`config.mk`:
```
export PLATFORM = sky130hd
export DESIGN_NAME = rxq_fifo
export DESIGN_NICKNAME = d
export VERILOG_FILES = /design/src/rtl/rxq_pkg.sv /design/src/rtl/rxq_source_sel.sv /design/src/rtl/rxq_store.sv /design/src/rtl/rxq_timeout.sv /design/src/rtl/rxq_fifo.sv
export SDC_FILE = /design/constraint.sdc
export NUM_CORES = 1
export LEC_CHECK = 0
export BUFFER_PORTS_ARGS = -buffer_cell sky130_fd_sc_hd__buf_2
export CAP_MARGIN = 20
export CORE_MARGIN = 3
export CORE_UTILIZATION = 30
export CTS_CLUSTER_DIAMETER = 200
export CTS_CLUSTER_SIZE = 28
export DETAILED_ROUTE_END_ITERATION = 8
export MAX_ROUTING_LAYER = met4
export SLEW_MARGIN = 25
export SYNTH_ARGS = -nofsm -noshare
export SYNTH_HDL_FRONTEND = slang
export SYNTH_SLANG_ARGS = --single-unit
```
`constraint.sdc`:
```
create_clock -name clk -period 7.7 [get_ports clk]
set_clock_uncertainty 0.15 [all_clocks]
set_input_delay 0.77 -clock clk [delete_from_list [all_inputs] [get_ports clk]]
set_output_delay 0.77 -clock clk [all_outputs]
set_load 0.1 [all_outputs]
```
`src/rtl/rxq_pkg.sv`:
```
`timescale 1ns/1ps
package rxq_pkg;
    localparam int BYTE_W = 8;

    typedef logic [BYTE_W-1:0] byte_t;

    typedef enum logic [1:0] {
        MODE_NORMAL      = 2'd0,
        MODE_ECHO        = 2'd1,
        MODE_LOCAL_LOOP  = 2'd2,
        MODE_REMOTE_LOOP = 2'd3
    } chan_mode_e;

    typedef struct packed {
        logic  valid;
        byte_t data;
    } beat_t;

    // Line bytes land in the queue in normal and echo modes.
    function automatic logic line_feeds(chan_mode_e m);
        return (m == MODE_NORMAL) || (m == MODE_ECHO);
    endfunction

    // Transmit-register bytes land in the queue only in local loopback.
    function automatic logic loop_feeds(chan_mode_e m);
        return m == MODE_LOCAL_LOOP;
    endfunction
endpackage

```
`src/rtl/rxq_source_sel.sv`:
```
`timescale 1ns/1ps
module rxq_source_sel
    import rxq_pkg::*;
(
    input  chan_mode_e mode,
    input  logic       line_valid,
    input  logic       line_break,
    input  byte_t      line_data,
    input  logic       loop_valid,
    input  byte_t      loop_data,
    output beat_t      beat
);
    always_comb begin
        beat = '0;
        if (line_feeds(mode) && (line_valid || line_break)) begin
            beat.valid = 1'b1;
            beat.data  = line_break ? '0 : line_data;   // break is a zero byte
        end else if (loop_feeds(mode) && loop_valid) begin
            beat.valid = 1'b1;
            beat.data  = loop_data;
        end
    end
endmodule

```
`src/rtl/rxq_store.sv`:
```
`timescale 1ns/1ps
module rxq_store
    import rxq_pkg::*;
#(
    parameter int DEPTH = 16,
    localparam int PTR_W = (DEPTH > 1) ? $clog2(DEPTH) : 1,
    localparam int CNT_W = $clog2(DEPTH + 1)
) (
    input  logic             clk,
    input  logic             rst,
    input  logic             clr,
    input  logic             wr_req,
    input  byte_t            wr_data,
    input  logic             rd_req,
    output byte_t            head,
    output logic [CNT_W-1:0] count,
    output logic             pushed,
    output logic             popped,
    output logic             overrun
);
    byte_t            mem [DEPTH];
    logic [PTR_W-1:0] wptr, rptr;
    logic             at_full;

    function automatic logic [PTR_W-1:0] bump(input logic [PTR_W-1:0] p);
        return (p == PTR_W'(DEPTH - 1)) ? '0 : p + 1'b1;
    endfunction

    assign at_full = (count == CNT_W'(DEPTH));
    assign pushed  = wr_req && !at_full;
    assign popped  = rd_req && (count != '0);
    assign head    = mem[rptr];

    always_ff @(posedge clk) begin
        if (pushed && !clr) mem[wptr] <= wr_data;
    end

    always_ff @(posedge clk) begin
        if (rst || clr) begin
            wptr    <= '0;
            rptr    <= '0;
            count   <= '0;
            overrun <= 1'b0;
        end else begin
            if (pushed) wptr <= bump(wptr);
            if (popped) rptr <= bump(rptr);
            count   <= count + CNT_W'(pushed) - CNT_W'(popped);
            overrun <= wr_req && at_full;
        end
    end

    assert_count_bound_R1: assert property (@(posedge clk) disable iff (rst)
        count <= CNT_W'(DEPTH));
    assert_overrun_cause_R2: assert property (@(posedge clk) disable iff (rst)
        overrun |-> ($past(count) == CNT_W'(DEPTH)));
    assert_full_holds_R2: assert property (@(posedge clk) disable iff (rst)
        (wr_req && at_full && !rd_req && !clr) |=> (count == CNT_W'(DEPTH)));
endmodule

```
`src/rtl/rxq_timeout.sv`:
```
`timescale 1ns/1ps
module rxq_timeout #(
    parameter int TMO_CHARS = 4,
    localparam int TW = $clog2(TMO_CHARS + 1)
) (
    input  logic clk,
    input  logic rst,
    input  logic clr,
    input  logic restart,
    input  logic tick,
    output logic timeout
);
    logic          armed;
    logic [TW-1:0] ticks;

    always_ff @(posedge clk) begin
        if (rst || clr) begin
            armed   <= 1'b0;
            ticks   <= '0;
            timeout <= 1'b0;
        end else begin
            timeout <= 1'b0;
            if (restart) begin
                armed <= 1'b1;
                ticks <= '0;
            end else if (armed && tick) begin
                if (ticks == TW'(TMO_CHARS - 1)) begin
                    armed   <= 1'b0;
                    ticks   <= '0;
                    timeout <= 1'b1;
                end else begin
                    ticks <= ticks + 1'b1;
                end
            end
        end
    end

    assert_tmo_single_R7: assert property (@(posedge clk) disable iff (rst)
        timeout |=> !timeout);
    assert_tmo_on_tick_R7: assert property (@(posedge clk) disable iff (rst)
        timeout |-> ($past(tick) && !$past(restart)));
endmodule

```
`src/rtl/rxq_fifo.sv`:
```
`timescale 1ns/1ps
module rxq_fifo
    import rxq_pkg::*;
#(
    parameter int DEPTH      = 16,
    parameter int TMO_CHARS  = 4,
    parameter int LVL_W      = 6,
    parameter int TRIG_RESET = 32,
    localparam int CNT_W = $clog2(DEPTH + 1),
    localparam int CMP_W = (LVL_W > CNT_W) ? LVL_W : CNT_W
) (
    input  logic             clk,
    input  logic             rst,
    input  logic             rx_enable,
    input  logic             rx_disable,
    input  logic             rx_clear,
    input  logic [1:0]       chan_mode,
    input  logic             line_valid,
    input  logic             line_break,
    input  logic [7:0]       line_data,
    input  logic             loop_valid,
    input  logic [7:0]       loop_data,
    input  logic             rd_req,
    output logic [7:0]       rd_data,
    input  logic             trig_wr,
    input  logic [LVL_W-1:0] trig_value,
    input  logic             char_tick,
    output logic             rx_empty,
    output logic             rx_full,
    output logic             rx_trigger,
    output logic             overrun,
    output logic             rx_timeout
);
    logic             en, rd_fire, pushed, popped;
    beat_t            beat;
    byte_t            head;
    logic [CNT_W-1:0] count, cnt_nxt;
    logic [LVL_W-1:0] trig_q;

    assign en      = rx_enable && !rx_disable;
    assign rd_fire = en && rd_req;

    rxq_source_sel u_src (
        .mode       (chan_mode_e'(chan_mode)),
        .line_valid (line_valid),
        .line_break (line_break),
        .line_data  (line_data),
        .loop_valid (loop_valid),
        .loop_data  (loop_data),
        .beat       (beat)
    );

    rxq_store #(.DEPTH(DEPTH)) u_store (
        .clk     (clk),
        .rst     (rst),
        .clr     (rx_clear),
        .wr_req  (en && beat.valid),
        .wr_data (beat.data),
        .rd_req  (rd_fire),
        .head    (head),
        .count   (count),
        .pushed  (pushed),
        .popped  (popped),
        .overrun (overrun)
    );

    rxq_timeout #(.TMO_CHARS(TMO_CHARS)) u_tmo (
        .clk     (clk),
        .rst     (rst),
        .clr     (rx_clear),
        .restart (pushed),
        .tick    (char_tick),
        .timeout (rx_timeout)
    );

    assign cnt_nxt  = count + CNT_W'(pushed) - CNT_W'(popped);
    assign rd_data  = popped ? head : '0;        // zero on empty read
    assign rx_empty = (count == '0);
    assign rx_full  = (count == CNT_W'(DEPTH));

    // Trigger flag is evaluated only on queue events, against the level in force.
    always_ff @(posedge clk) begin
        if (rst) begin
            trig_q     <= LVL_W'(TRIG_RESET);
            rx_trigger <= 1'b0;
        end else begin
            if (trig_wr) trig_q <= trig_value;
            if (rx_clear)
                rx_trigger <= 1'b0;
            else if (pushed && (CMP_W'(cnt_nxt) >= CMP_W'(trig_q)))
                rx_trigger <= 1'b1;
            else if (popped && (CMP_W'(cnt_nxt) < CMP_W'(trig_q)))
                rx_trigger <= 1'b0;
        end
    end

    assert_flags_exclusive_R3: assert property (@(posedge clk) disable iff (rst)
        !(rx_full && rx_empty));
    assert_empty_read_R4: assert property (@(posedge clk) disable iff (rst)
        (rd_fire && rx_empty) |-> (rd_data == 8'h00));
    assert_trigger_set_R5: assert property (@(posedge clk) disable iff (rst)
        (pushed && !rx_clear && (CMP_W'(cnt_nxt) >= CMP_W'(trig_q))) |=> rx_trigger);
    assert_gated_R6: assert property (@(posedge clk) disable iff (rst)
        (!en && !rx_clear) |=> (count == $past(count)));
    assert_clear_R8: assert property (@(posedge clk) disable iff (rst)
        rx_clear |=> (rx_empty && !rx_full && !rx_trigger));
endmodule

```
Word level (Yosys, flattened, before mapping)
Memory sizes are Yosys's and may differ from the RTL's. A register that Yosys moved wholly into a read port is not among the register bits.
Index checks and enable logic that the tools add are counted.
{"block": "op_classes", "n_lt_le_gt_ge": 2, "mux": 17, "n_reduce_logical": 28, "bitwise_logic": 1, "n_addsub": 5, "eq_ne": 6}
{"operator": "$mux W9", "count": 2}
{"operator": "$mux W4", "count": 4}
{"operator": "$mux W8", "count": 2}
{"operator": "$logic_and A1 B1 Y1", "count": 12}
{"operator": "$add A4 B1 Y4 const B", "count": 2}
{"operator": "$eq A4 B4 Y1 const B", "count": 2}
{"operator": "$mux W1", "count": 8}
{"operator": "$ge A5 B6 Y1", "count": 1}
{"operator": "$lt A5 B6 Y1", "count": 1}
{"operator": "$reduce_bool A2 Y1", "count": 3}
{"operator": "$add A5 B1 Y5", "count": 1}
{"operator": "$eq A5 B5 Y1 const B", "count": 1}
{"operator": "$logic_not A5 Y1", "count": 1}
{"operator": "$reduce_bool A5 Y1", "count": 1}
{"operator": "$sub A5 B1 Y5", "count": 1}
{"operator": "$reduce_or A2 Y1", "count": 2}
{"operator": "$add A3 B1 Y3 const B", "count": 1}
{"operator": "$eq A3 B2 Y1 const B", "count": 1}
{"operator": "$logic_not A1 Y1", "count": 3}
{"operator": "$logic_or A1 B1 Y1", "count": 3}
{"operator": "$mux W3", "count": 1}
{"operator": "$reduce_or A3 Y1", "count": 1}
{"operator": "$eq A2 B1 Y1 const B", "count": 1}
{"operator": "$eq A2 B2 Y1 const B", "count": 1}
{"operator": "other kinds (3)", "count": 3}
{"block": "word_totals", "mem_bits_rw": 128, "in_bits": 35, "out_inout_bits": 13, "mem_count": 1, "elab_cells": 69, "register_bits": 26}
{"name": "u_store.mem", "depth": 16, "width": 8, "read_ports": 1, "rd_ports_with_merged_regs": 1, "wr": 1, "line": "rxq_store.sv:21", "rtl": "byte_t mem [DEPTH];"}

Depth between registers and ports, before layout
{"block": "depth", "depth_word": 12, "depth_mapped": 17, "ltp_nobuf": 17}

Hierarchy
Synthesis repeated with hierarchy kept, for this count alone.
{"block": "unflattened", "hier_cells": 428, "area_unflattened_um2": 6850.3}
{"module": "rxq_store", "seq_area_each_um2": 4204.0, "cells_per_inst": 318, "area_per_inst_um2": 5863.1, "instances": 1}
{"module": "rxq_fifo", "seq_area_each_um2": 140.1, "cells_per_inst": 76, "area_per_inst_um2": 653.1, "instances": 1}
{"module": "rxq_timeout", "seq_area_each_um2": 100.1, "cells_per_inst": 21, "area_per_inst_um2": 203.9, "instances": 1}
{"module": "rxq_source_sel", "seq_area_each_um2": 0.0, "cells_per_inst": 13, "area_per_inst_um2": 130.1, "instances": 1}

Worst setup path after synthesis
Ideal clock, no wire load.
{"block": "synth_timing", "path_type": "input -> output", "start": "input port rx_enable", "end": "output port rd_data[0]", "path_buffers": 1, "arrival_ns": 3.419, "t_required_ns": 6.780, "path_slack_ns": 3.361, "cell_stages": 4, "path_cell_list": "nor2b_1 nand3_1 buf_4 a211oi_1"}
{"block": "synth_via", "elab_chain_cells": 4}
{"item": "start: declaration", "line": "rxq_fifo.sv:14", "rtl": "input logic rx_enable,"}
{"item": "$logic_and A1 B1 Y1", "line": "rxq_fifo.sv:40", "rtl": "assign en = rx_enable && !rx_disable;"}
{"item": "$logic_and A1 B1 Y1", "line": "rxq_fifo.sv:41", "rtl": "assign rd_fire = en && rd_req;"}
{"item": "$logic_and A1 B1 Y1", "line": "rxq_store.sv:31", "rtl": "assign popped = rd_req && (count != '0);"}
{"item": "$mux W8", "line": "rxq_fifo.sv:77", "rtl": "assign rd_data = popped ? head : '0;"}
{"item": "end: declaration", "line": "rxq_fifo.sv:24", "rtl": "output logic [7:0] rd_data,"}
No other way between the ends.

Worst setup path after layout
{"block": "layout_timing", "start": "register u_store.count[2]", "end": "register rx_trigger"}
{"block": "layout_via", "elab_chain_cells": 8, "elab_cells_between_ends": 13, "cone_classes": "add/sub (2); order compare (2); eq/ne (1); mux (1); reduce/logical (7)"}
{"item": "start: declaration", "line": "rxq_store.sv:16", "rtl": "output logic [CNT_W-1:0] count,"}
{"item": "start signal: assignment", "line": "rxq_store.sv:47", "rtl": "count <= count + CNT_W'(pushed) - CNT_W'(popped);"}
{"item": "$eq A5 B5 Y1", "line": "rxq_store.sv:29", "rtl": "assign at_full = (count == CNT_W'(DEPTH));"}
{"item": "$logic_not A1 Y1", "line": "rxq_store.sv:30", "rtl": "assign pushed = wr_req && !at_full;"}
{"item": "$logic_and A1 B1 Y1", "line": "rxq_store.sv:30"}
{"item": "$add A5 B1 Y5", "line": "rxq_fifo.sv:76", "rtl": "assign cnt_nxt = count + CNT_W'(pushed) - CNT_W'(popped);"}
{"item": "$sub A5 B1 Y5 (*)", "line": "rxq_fifo.sv:76"}
{"item": "net cnt_nxt[4]", "line": "rxq_fifo.sv:37", "rtl": "logic [CNT_W-1:0] count, cnt_nxt;"}
{"item": "$ge A5 B6 Y1 / $lt A5 B6 Y1 (equally long branches)", "line": "rxq_fifo.sv:90, rxq_fifo.sv:92"}
{"item": "$logic_and A1 B1 Y1, on equally long branches", "line": "rxq_fifo.sv:90, rxq_fifo.sv:92"}
{"item": "$mux W1 / $reduce_bool A2 Y1 (equally long branches)"}
{"item": "end signal: assignment", "line": "rxq_fifo.sv:89", "rtl": "rx_trigger <= 1'b0;"}
{"item": "end signal: assignment", "line": "rxq_fifo.sv:91", "rtl": "rx_trigger <= 1'b1;"}
{"item": "end signal: assignment", "line": "rxq_fifo.sv:93", "rtl": "rx_trigger <= 1'b0;"}
{"item": "end: declaration", "line": "rxq_fifo.sv:30", "rtl": "output logic rx_trigger,"}
The timed path passes the listed nets; every way through them passes the cells marked *.
A chain may end at the register's enable or synchronous reset.

==> results.md <==
* ANT nets after route at 0
* Mux share of post-synthesis cell area at 13.3%
* Final Hold Fails at 0
* FF+latch count, synth at 158
* Setup CP Type: reg -> reg
* Post-route cell area at 0.00778 sq mm
* Relative slew slack at 33.1%
* Routed len/inst at 17.9 microns
* Met1 wire length at 5850 microns
* Post-CTS Hold Buffers at 0
* Async set-reset flop share out of synthesis at 0%
* Post-DP HPWL at 9100 microns
* Seq/Total Area, Yosys at 66.6%
* Compound-cell area share of the yosys netlist at 5.87%
* CP Data Required Time at 7.86 ns
* WL met3 at 864 microns
* Cells after Synth at 407
* DRT Pass-1 Iters at 4
* RSZ-0062 raised after global routing: false
* Cell Chain, Critical Path: inv_1, ha_1, or4b_1, nand3_1, inv_1, ha_1, inv_1, ha_1, fa_1, a21oi_1, o21bai_1, xnor2_1, ha_1, nor2b_1, a21oi_1, o211ai_1, a32o_1
* Die area at 0.0241 sq mm
* Crit path largest cell delay at 0.50 ns
* CP Launch Type: flop
* FMAX at 0.223 GHz
* Worst-case clock buffer depth at 2
* Post-synth EDFFs at 128
* Crit path max fanout at 12
* Most common cell on crit path: ha_1
* Std-Cell Core Area at 0.0214 sq mm
* Post-synth top cells: edfxtp_1, dfxtp_1, nor2_1, mux4_2
* Power Dens Cells at 237 mW/mm^2
* Gr ovfl total at 0
* GRT Total Usage at 12.0%
* Area contributors post-synth: edfxtp_1, dfxtp_1, mux4_2
* DR vias/cell at 4.83
* Reg2reg end: rx_trigger$_SDFFE_PP0P_
* Hold Path Stages at 2
* Initial core utilization at 31.1%
* Largest net degree at the start of global routing at 33
* Synth Flop Type: edfxtp_1
* Initial antenna violation count at 0
* R2R Path Start: u_store.count[2]$_SDFF_PP0_
* Most frequent cell after synthesis: edfxtp_1
* Final max-slew violation count at 0
* Post-Syn Nets at 460
* CTS buffer count at 17
* Clk_lat worst skew at 0.42 ns
* Post-cts resize count at 0
* Crit share post-route at 58.3%
* Vias at 3621
* Maximum VDD drop at 0.175 mV
* Xor/xnor share of the synthesized area at 0.657%
* CP Capture Point: rx_trigger$_SDFFE_PP0P_
* Site Rows at 53
* Area leader, netlist: edfxtp_1
* Clock transition at path regs at 0.06 ns
* Status: complete, no violations
* CP startpoint: u_store.count[2]$_SDFF_PP0_
* Io pins at 48
* Final core occ at 36.3%
* Worst r2r path cells at 17
* Area grow syn2layout at 16.7%
* Port Buffers at 47
* Die Y at 155 microns
* Synth Area in Adders at 3.49%
* Area after DPL at 0.00718 sq mm
* Synth cell types at 50
* Largest family of logic cells by synthesized area: multiplexers
* Worst-Margin Slew at 1.00 ns
* Root Buffer: clkbuf_16
* Pwr Total at 0.00185 W
* Mapped Avg Cell Area at 16.4 sq um
* Number of max-cap violations at 0
* GP Congestion at 0.757
* DR DRC count at 0
* Min Tclk post-route at 4.49 ns
* Clk sinks at 158
* Slowest CP cell: or4b_1
* Post-Syn Area at 0.00667 sq mm
* Syn. warnings at 0
* Setup TNS at 0 ns
* Top cell type's share of synthesized area at 57.6%
* LEAKAGE at 2.62 nW
* Vias in the first global route at 3856
* First-pass GRT wire length at 21100 microns
* # nets final at 515
* Final wirelength at 13400 microns
* Die width at 155 microns
* Worst hold-check path type: reg -> reg
* CP arrival at 4.64 ns
* Setup Viol. Count Final at 0
* R2R setup slack at 3.21 ns
* Routed met2 length at 6620 microns
* H-tree depth reported by CTS at 4
* # diodes at 0
* CTS tree: yes
* Postcts setup bufs at 0
* Synth Area in Simple Gates at 7.04%
* Starting DRT DRC Count at 220
* Top Metal Used: met4
* CP Capture Type: flop
* Ratio of cells with drive above 1 in the final layout at 24.5%
## kinds of logic after synthesis
kind of cell | after synthesis
XOR/XNOR | 5
flip-flops | 158
buffers and inverters | 38
AND/OR/NAND/NOR | 89
adder cells (fa/ha/maj) | 18
multiplexers | 45
AO/OA/AOI/OAI | 54
## registers in the layout, summed over array words and instances (netlist names), named ones only
name             flops
trig_q               6
u_store.mem        128
u_store.overrun      1
u_tmo.ticks          3
rx_trigger           1
u_tmo.armed          1
u_tmo.timeout        1
u_store.count        5
u_store.wptr         4
u_store.rptr         4
## metrics by stage
stage | hold WS, ns | setup WS, ns | cells
global route | 0.319 | 2.88 | 749
finish | 0.293 | 3.21 | 749
CTS | 0.295 | 3.22 | 749
floorplan | 0.260 | 3.36 | 407
global placement | 0.268 | 3.52 | 718
detailed placement | 0.285 | 3.26 | 718
## worst min-delay path by stage
stage	from	to	slack, ns
finish	u_tmo.ticks[2]$_SDFFE_PP0P_	u_tmo.ticks[2]$_SDFFE_PP0P_	0.29
global placement	u_tmo.ticks[2]$_SDFFE_PP0P_	u_tmo.ticks[2]$_SDFFE_PP0P_	0.27
floorplan	u_tmo.ticks[2]$_SDFFE_PP0P_	u_tmo.ticks[2]$_SDFFE_PP0P_	0.26
global route	u_tmo.ticks[2]$_SDFFE_PP0P_	u_tmo.ticks[2]$_SDFFE_PP0P_	0.32
detailed placement	u_tmo.ticks[2]$_SDFFE_PP0P_	u_tmo.ticks[2]$_SDFFE_PP0P_	0.28
CTS	u_tmo.ticks[2]$_SDFFE_PP0P_	u_tmo.ticks[2]$_SDFFE_PP0P_	0.29
## worst max-delay path: cells and delay by family (launching register included)
kind / cells / cell delay [ns]
AO/OA/AOI/OAI: 5 / 0.82
XOR/XNOR: 1 / 0.25
adder cells (fa/ha/maj): 5 / 1.40
buffers and inverters: 3 / 0.34
flip-flops: 1 / 0.31
AND/OR/NAND/NOR: 3 / 1.09
## per-layer routing
metal,vias up,GRT usage [%]
li1,1700,-
met5,-,-
met4,0,3.28
met2,85,19.1
met3,9,2.89
met1,1827,15.4
## placed cells by master, fill, tap and decap left out, types with 5 or more instances in the layout
| master | synthesis | final |
|---|---|---|
| nor3_1 | 5 | 5 |
| mux4_2 | 23 | 23 |
| clkbuf_16 | 0 | 17 |
| nand2_1 | 16 | 16 |
| a21oi_1 | 14 | 14 |
| ha_1 | 17 | 17 |
| mux2i_1 | 13 | 13 |
| edfxtp_1 | 128 | 128 |
| a211oi_1 | 17 | 17 |
| buf_2 | 5 | 47 |
| nor2b_1 | 13 | 13 |
| nor2_1 | 25 | 25 |
| dfxtp_1 | 30 | 30 |
| a22o_1 | 8 | 8 |
| mux4_1 | 9 | 9 |
| inv_1 | 16 | 16 |
| nand3_1 | 6 | 6 |
| nand3b_1 | 5 | 5 |
| buf_4 | 4 | 10 |
## area by class of cell
type	instances	area (sq um)
well taps	275	344
clock inverters	14	175
repair buffers	57	310
fillers	2013	13600
flip-flops and latches	158	4440
multi-input cells	211	2020
inverters	17	63.8
clock buffers	17	425
## power breakdown
group	leakage, nW	switching, W	internal (W)
Sequential	1.39	0.00000239	0.000925
Combinational	0.942	0.0000435	0.0000232
Clock	0.282	0.000363	0.000489
No activity file was read; power rests on OpenSTA's default activity.
